===== src/rtl/adc_rd_pkg.sv =====
// Shared constants, state type and word packing for the ADC readout sequencer.
// Assumes a 20-bit result per channel and a 24-bit stored word.
package adc_rd_pkg;
    localparam int RES_W   = 20;
    localparam int WORD_W  = 24;
    localparam int TAG_POS = 22;
    localparam int NBYTES  = WORD_W / 8;

    typedef enum logic [1:0] {
        ST_IDLE  = 2'd0,
        ST_WAIT  = 2'd1,
        ST_SHIFT = 2'd2,
        ST_STORE = 2'd3
    } rd_state_t;

    // Build the stored word: result in the low bits, tag at TAG_POS, rest zero.
    function automatic logic [WORD_W-1:0] pack_word(input logic [RES_W-1:0] res,
                                                    input logic tag);
        logic [WORD_W-1:0] w;
        w = '0;
        w[RES_W-1:0] = res;
        w[TAG_POS]   = tag;
        return w;
    endfunction
endpackage


===== src/rtl/rd_fall_det.sv =====
// Detects a high-to-low transition on a synchronous active-low input.
// Assumes the input is already synchronous to clk; idles high after reset.
module rd_fall_det (
    input  logic clk,
    input  logic rst_n,
    input  logic sig_n,
    output logic fall
);
    logic prev_q;

    // Remember the level from the previous edge.
    always_ff @(posedge clk) begin
        if (!rst_n) prev_q <= 1'b1;
        else        prev_q <= sig_n;
    end

    assign fall = prev_q & ~sig_n;
endmodule


===== src/rtl/rd_dclk_gen.sv =====
// Generates the serial data clock at clk/4 while enabled: two low phases,
// then two high phases. Gives a sample strobe on the edge where the clock
// rises and a last-phase strobe on the edge where it falls.
module rd_dclk_gen (
    input  logic clk,
    input  logic rst_n,
    input  logic en,
    output logic dclk,
    output logic sample,
    output logic last_ph
);
    logic [1:0] ph_q;
    logic       dclk_q;

    // Phase counter, held at zero when disabled.
    always_ff @(posedge clk) begin
        if (!rst_n || !en) ph_q <= 2'd0;
        else               ph_q <= ph_q + 2'd1;
    end

    // Registered clock output, high during phases 2 and 3.
    always_ff @(posedge clk) begin
        if (!rst_n) dclk_q <= 1'b0;
        else        dclk_q <= en && (ph_q == 2'd1 || ph_q == 2'd2);
    end

    assign dclk    = dclk_q;
    assign sample  = en && (ph_q == 2'd1);
    assign last_ph = en && (ph_q == 2'd3);
endmodule


===== src/rtl/rd_shift_in.sv =====
// Serial-in shift register, MSB first; holds both channel results.
// Assumes the caller strobes shift_en once per received bit.
module rd_shift_in #(
    parameter int LEN = 40
) (
    input  logic           clk,
    input  logic           rst_n,
    input  logic           shift_en,
    input  logic           din,
    output logic [LEN-1:0] q
);
    logic [LEN-1:0] sr_q;

    // Shift the new bit into the least significant end.
    always_ff @(posedge clk) begin
        if (!rst_n)        sr_q <= '0;
        else if (shift_en) sr_q <= {sr_q[LEN-2:0], din};
    end

    assign q = sr_q;
endmodule


===== src/rtl/adc_readout_seq.sv =====
// Readout sequencer top: edge start, delay, serial capture of two channels,
// packing and three byte writes per word with a saturating word pointer.
// Assumes dvalid_n, sdata and mode_rb are synchronous to clk.
module adc_readout_seq
    import adc_rd_pkg::*;
#(
    parameter int ADDR_W = 15,
    parameter int DLY_W  = 8
) (
    input  logic              clk,
    input  logic              rst_n,
    input  logic              mode_rb,
    input  logic [DLY_W-1:0]  dly_cfg,
    input  logic              dvalid_n,
    input  logic              side_in,
    input  logic              sdata,
    output logic              xmit_n,
    output logic              dclk,
    output logic              mem_we,
    output logic [1:0]        mem_lane,
    output logic [7:0]        mem_wdata,
    output logic [ADDR_W-1:0] mem_addr,
    output logic              full
);
    localparam int NBITS_I = 2 * RES_W;
    localparam int CNT_W   = $clog2(NBITS_I + 1);
    localparam logic [CNT_W-1:0]  NBITS    = CNT_W'(NBITS_I);
    localparam logic [ADDR_W-1:0] ADDR_MAX = '1;

    rd_state_t          state_q;
    logic [DLY_W-1:0]   dly_q;
    logic [CNT_W-1:0]   bit_q;
    logic               word_q;
    logic [1:0]         byte_q;
    logic [ADDR_W-1:0]  addr_q;
    logic               full_q;
    logic               xmit_n_q;
    logic               side_q;
    logic               mode_q;
    logic               fall;
    logic               sample;
    logic               last_ph;
    logic [NBITS_I-1:0] sr;
    logic [WORD_W-1:0]  word;
    logic               start;
    logic               mode_rise;

    rd_fall_det i_fall (
        .clk   (clk),
        .rst_n (rst_n),
        .sig_n (dvalid_n),
        .fall  (fall)
    );

    rd_dclk_gen i_dclk (
        .clk     (clk),
        .rst_n   (rst_n),
        .en      (state_q == ST_SHIFT),
        .dclk    (dclk),
        .sample  (sample),
        .last_ph (last_ph)
    );

    rd_shift_in #(.LEN(NBITS_I)) i_sr (
        .clk      (clk),
        .rst_n    (rst_n),
        .shift_en (sample),
        .din      (sdata),
        .q        (sr)
    );

    assign start     = (state_q == ST_IDLE) && fall && !mode_rb && !full_q;
    assign mode_rise = mode_rb && !mode_q;

    // Select the channel word being stored and pack it with the tag.
    assign word = pack_word(word_q ? sr[RES_W-1:0] : sr[NBITS_I-1:RES_W], side_q);

    // Sequencing: start, delay, shift, byte writes, pointer and full flag.
    always_ff @(posedge clk) begin
        if (!rst_n) begin
            state_q  <= ST_IDLE;
            dly_q    <= '0;
            bit_q    <= '0;
            word_q   <= 1'b0;
            byte_q   <= 2'd0;
            addr_q   <= '0;
            full_q   <= 1'b0;
            xmit_n_q <= 1'b1;
            side_q   <= 1'b0;
            mode_q   <= 1'b0;
        end else begin
            mode_q <= mode_rb;
            case (state_q)
                ST_IDLE: begin
                    if (start) begin
                        dly_q   <= dly_cfg;
                        side_q  <= side_in;
                        state_q <= ST_WAIT;
                    end
                end
                ST_WAIT: begin
                    if (dly_q == '0) begin
                        xmit_n_q <= 1'b0;
                        bit_q    <= '0;
                        state_q  <= ST_SHIFT;
                    end else begin
                        dly_q <= dly_q - 1'b1;
                    end
                end
                ST_SHIFT: begin
                    if (sample) bit_q <= bit_q + 1'b1;
                    if (last_ph && bit_q == NBITS) begin
                        xmit_n_q <= 1'b1;
                        word_q   <= 1'b0;
                        byte_q   <= 2'd0;
                        state_q  <= ST_STORE;
                    end
                end
                default: begin
                    if (byte_q == 2'(NBYTES - 1)) begin
                        byte_q <= 2'd0;
                        if (addr_q == ADDR_MAX) begin
                            full_q  <= 1'b1;
                            state_q <= ST_IDLE;
                        end else begin
                            addr_q <= addr_q + 1'b1;
                            if (word_q) state_q <= ST_IDLE;
                            word_q <= 1'b1;
                        end
                    end else begin
                        byte_q <= byte_q + 2'd1;
                    end
                end
            endcase
            if (mode_rise) begin
                addr_q <= '0;
                full_q <= 1'b0;
            end
        end
    end

    assign xmit_n    = xmit_n_q;
    assign mem_we    = (state_q == ST_STORE);
    assign mem_lane  = byte_q;
    assign mem_wdata = word[byte_q*8 +: 8];
    assign mem_addr  = addr_q;
    assign full      = full_q;
endmodule


===== config.mk =====
export PLATFORM = sky130hd
export DESIGN_NAME = adc_readout_seq
export DESIGN_NICKNAME = d
export VERILOG_FILES = /design/src/rtl/adc_rd_pkg.sv /design/src/rtl/rd_fall_det.sv /design/src/rtl/rd_dclk_gen.sv /design/src/rtl/rd_shift_in.sv /design/src/rtl/adc_readout_seq.sv
export SDC_FILE = /design/constraint.sdc
export NUM_CORES = 1
export LEC_CHECK = 0
export BUFFER_PORTS_ARGS = -buffer_cell sky130_fd_sc_hd__buf_2
export CAP_MARGIN = 15
export CORE_MARGIN = 3
export CORE_UTILIZATION = 63
export DETAILED_ROUTE_END_ITERATION = 8
export PLACE_DENSITY = 0.92
export SKIP_CTS_REPAIR_TIMING = 1
export SLEW_MARGIN = 25
export SYNTH_ARGS = -nofsm -noshare
export SYNTH_HDL_FRONTEND = slang
export SYNTH_SLANG_ARGS = --single-unit
export TNS_END_PERCENT = 5

===== constraint.sdc =====
create_clock -name clk -period 4.35 [get_ports clk]
set_input_delay 0.87 -clock clk [delete_from_list [all_inputs] [get_ports clk]]
set_output_delay 0.87 -clock clk [all_outputs]
set_load 0.01 [all_outputs]

==> flow_summary_export.csv <==
group,metric,value,unit
sta,fmax,0.3294,GHz
worst_hold_path,worstHoldPathCells,2,
die,initial_core_util,66.12,%
finish,n_antenna_cell,0,
sta,grt_setup_unrepaired,"false",
routing,drc,0,
critical_path,worst-r2r-cell-count,7,
place,dp_hpwl,5892,um
sta,maxSlewHeadroom,39.16,%
finish,stdcell_count,590,
clocking,cts_max_level,3,
synthesis,netlist_instances,485,
die,boundaryPins,43,
sta,setup_viol,0,
sta,layout_min_cycle_time,3036,ps
clocking,clkSinkCount,82,
synthesis,synthSimpleGateAreaFrac,24.45,%
finish,syn2layout_area_growth,9.634,%
die,die_w,85.30,um
synthesis,ys_seq_area_share,41.44,%
pwr,power_density,344.6,mW/mm^2
place,placed_area,0.004128,mm^2
critical_path,reg2reg_to,"bit_q[4]",
clocking,cts_tree,"yes",
clocking,cts_buffer_depth,2,
synthesis,syn_avg_cell_area,8.168,um^2
grt,antenna_found_initial,0,
synthesis,synth_ff_type,"dfxtp_1",
pwr,vdd_drop_max,206.3,uV
routing,drtIter0Drc,262,
routing,dr.pass1.iters,5,
grt,grt_use_total,24.35,%
finish,mostFrequentLayoutCell,"nand2_1",
finish,fin_area,0.004343,mm^2
grt,grt_pass1_vias,3255,
finish,final_cell_mix,"nand2_1, dfxtp_1, a21oi_1, buf_2, nor2_1",
sta,hold_slack,456.3,ps
sta,hold_viol_final,0,
synthesis,synthMuxAreaShare,5.275,%
flow_run,maxCapViolCount,0,
critical_path,crit_path_max_fanout,26,
critical_path,r2r-start,"state_q[1]",
critical_path,reg2reg_setup_slack,1910,ps
critical_path,crit_path_start,"mem_lane[0]",
worst_hold_path,hold_path_class,"reg2reg",
die,dieArea,0.007275,mm^2
synthesis,synth_compound_area_share,16.93,%
run_status,status,"complete, no violations",
routing,routed_wl,8624,um
synthesis,synthesis.nets,511,
routing,vias_per_cell,5.975,
grt,grt-ovfl-total,0,
synthesis,synth_warnings,0,
synthesis,async_reset_ff_share,0,%
synthesis,synth_top_family_by_area,"simple AND/OR/NAND/NOR gates",
sta,finalMaxSlewViolations,0,
critical_path,setup.worst_path.start_class,"flop",
sta,tightest_slew,911.3,ps
synthesis,synth_edf_count,0,
finish,fill_cells,428,
worst_hold_path,min_to,"i_sr.q[39]",
sta,min_period_over_period,69.79,%
clocking,insertion_delay,350,ps
critical_path,worstPathArrival,2170,ps
finish,sequential_cell_area,0.001643,mm^2
routing,wire_per_inst,14.62,um
finish,drive_gt1_share,15.15,%
grt,grt_pass1_wl,14490,um
clocking,cts_made_buffers,9,
sta,final.setup.tns,0,ps
routing,vias,3525,
critical_path,cp_data_required_time,3480,ps
critical_path,endpoint_kind,"output pin",
place,routabilityCongestion,0.9088,
routing,drtAntennaViolNets,0,
synthesis,syn-cell-area,0.003961,mm^2
die,core,0.005991,mm^2
pwr,leakagePower,1.569,nW
sta,clock_skew,8.396,ps
critical_path,crit_type,"reg2out",
synthesis,synth_cell_types,61,
worst_hold_path,worstHoldStart,"i_sr.q[39]",
finish,multi_input_area,0.002133,mm^2
synthesis,ys_ff_latch,82,
finish,nets,536,
place,placedCellCount,573,
die,rows,28,
clocking,clkTransAtPathRegs,80,ps
place,port_buffers,42,
grt,grt_max_degree,55,
clocking,cts-root-buf,"clkbuf_8",
synthesis,synthAdderAreaFrac,3.790,%
die,die_h,85.30,um
synthesis,synth_xor_area_share,3.316,%
-- critical path, cell delays in order (launching register included) --
cell,delay (ps)
dfxtp_1,910
mux4_2,590
nor2b_1,140
buf_2,160
-- layout make-up --
type,instances,share of cell area (%)
tap,75,2.161
clock buffer,10,2.939
timing repair buffer,45,5.532
multi-input combinational,362,49.12
clock inverter,6,1.556
sequential,82,37.83
inverter,10,0.8643
-- Yosys cell counts, types with 5 or more instances --
library cell	n	area (um^2)
a21oi_1	57	285.3
and3_1	5	31.28
clkbuf_1	23	86.33
dfxtp_1	82	1642
ha_1	12	150.1
inv_1	9	33.78
mux2i_1	13	130.1
nand2_1	112	420.4
nand3_1	9	45.04
nand4_1	7	43.79
nor2_1	35	131.4
nor2b_1	7	43.79
nor3_1	8	40.04
o21a_1	10	75.07
o21ai_0	10	50.05
o22ai_1	5	31.28
xnor2_1	7	61.31
xor2_1	8	70.07
-- where the power goes --
part           switching (W)  internal, W  total [W]
sequential         0.0000235     0.000763   0.000786
combinational      0.0000986    0.0000640   0.000163
clock               0.000281     0.000266   0.000548
-- metal layers --
layer	global-route usage, %	vias to the layer above	routed length (um)
li1	-	1719	-
met4	12.09	0	213
met3	3.786	22	443
met5	0	-	0
met2	38.42	105	4128
met1	32.50	1679	3839
-- state kept, by name, summed over array words and instances, names as in the netlist, 2 cells and up --
signal and flops:
i_sr.q 40, mem_addr 15, dly_q 8, bit_q 6
i_dclk.ph_q 2, mem_lane 2, state_q 2
-- per-stage QoR --
stage,utilization [%],total power (W),setup WS (ps)
3_3_place_gp,68.90,0.0009563,1619
2_1_floorplan,-,0.0009348,1808
3_5_place_dp,68.90,0.0009631,1455
5_1_grt,72.49,0.001552,1159
6_report,72.49,0.001497,1314
4_1_cts,72.16,0.001495,1280
-- how the worst max path moves through the flow --
stage | endpoint | cells past startpoint
6_report | mem_wdata[5] | 3
5_1_grt | mem_wdata[5] | 3
4_1_cts | mem_wdata[5] | 3
3_5_place_dp | dly_q[0] | 6
3_3_place_gp | dly_q[0] | 6
2_1_floorplan | mem_wdata[6] | 5
-- logic make-up after synthesis --
kind of cell,count (synthesis)
flip-flops,82
XOR/XNOR,15
buffers and inverters,41
AND/OR/NAND/NOR,210
adder cells (fa/ha/maj),12
multiplexers,17
AO/OA/AOI/OAI,108
(Power assumes the default switching activity.)
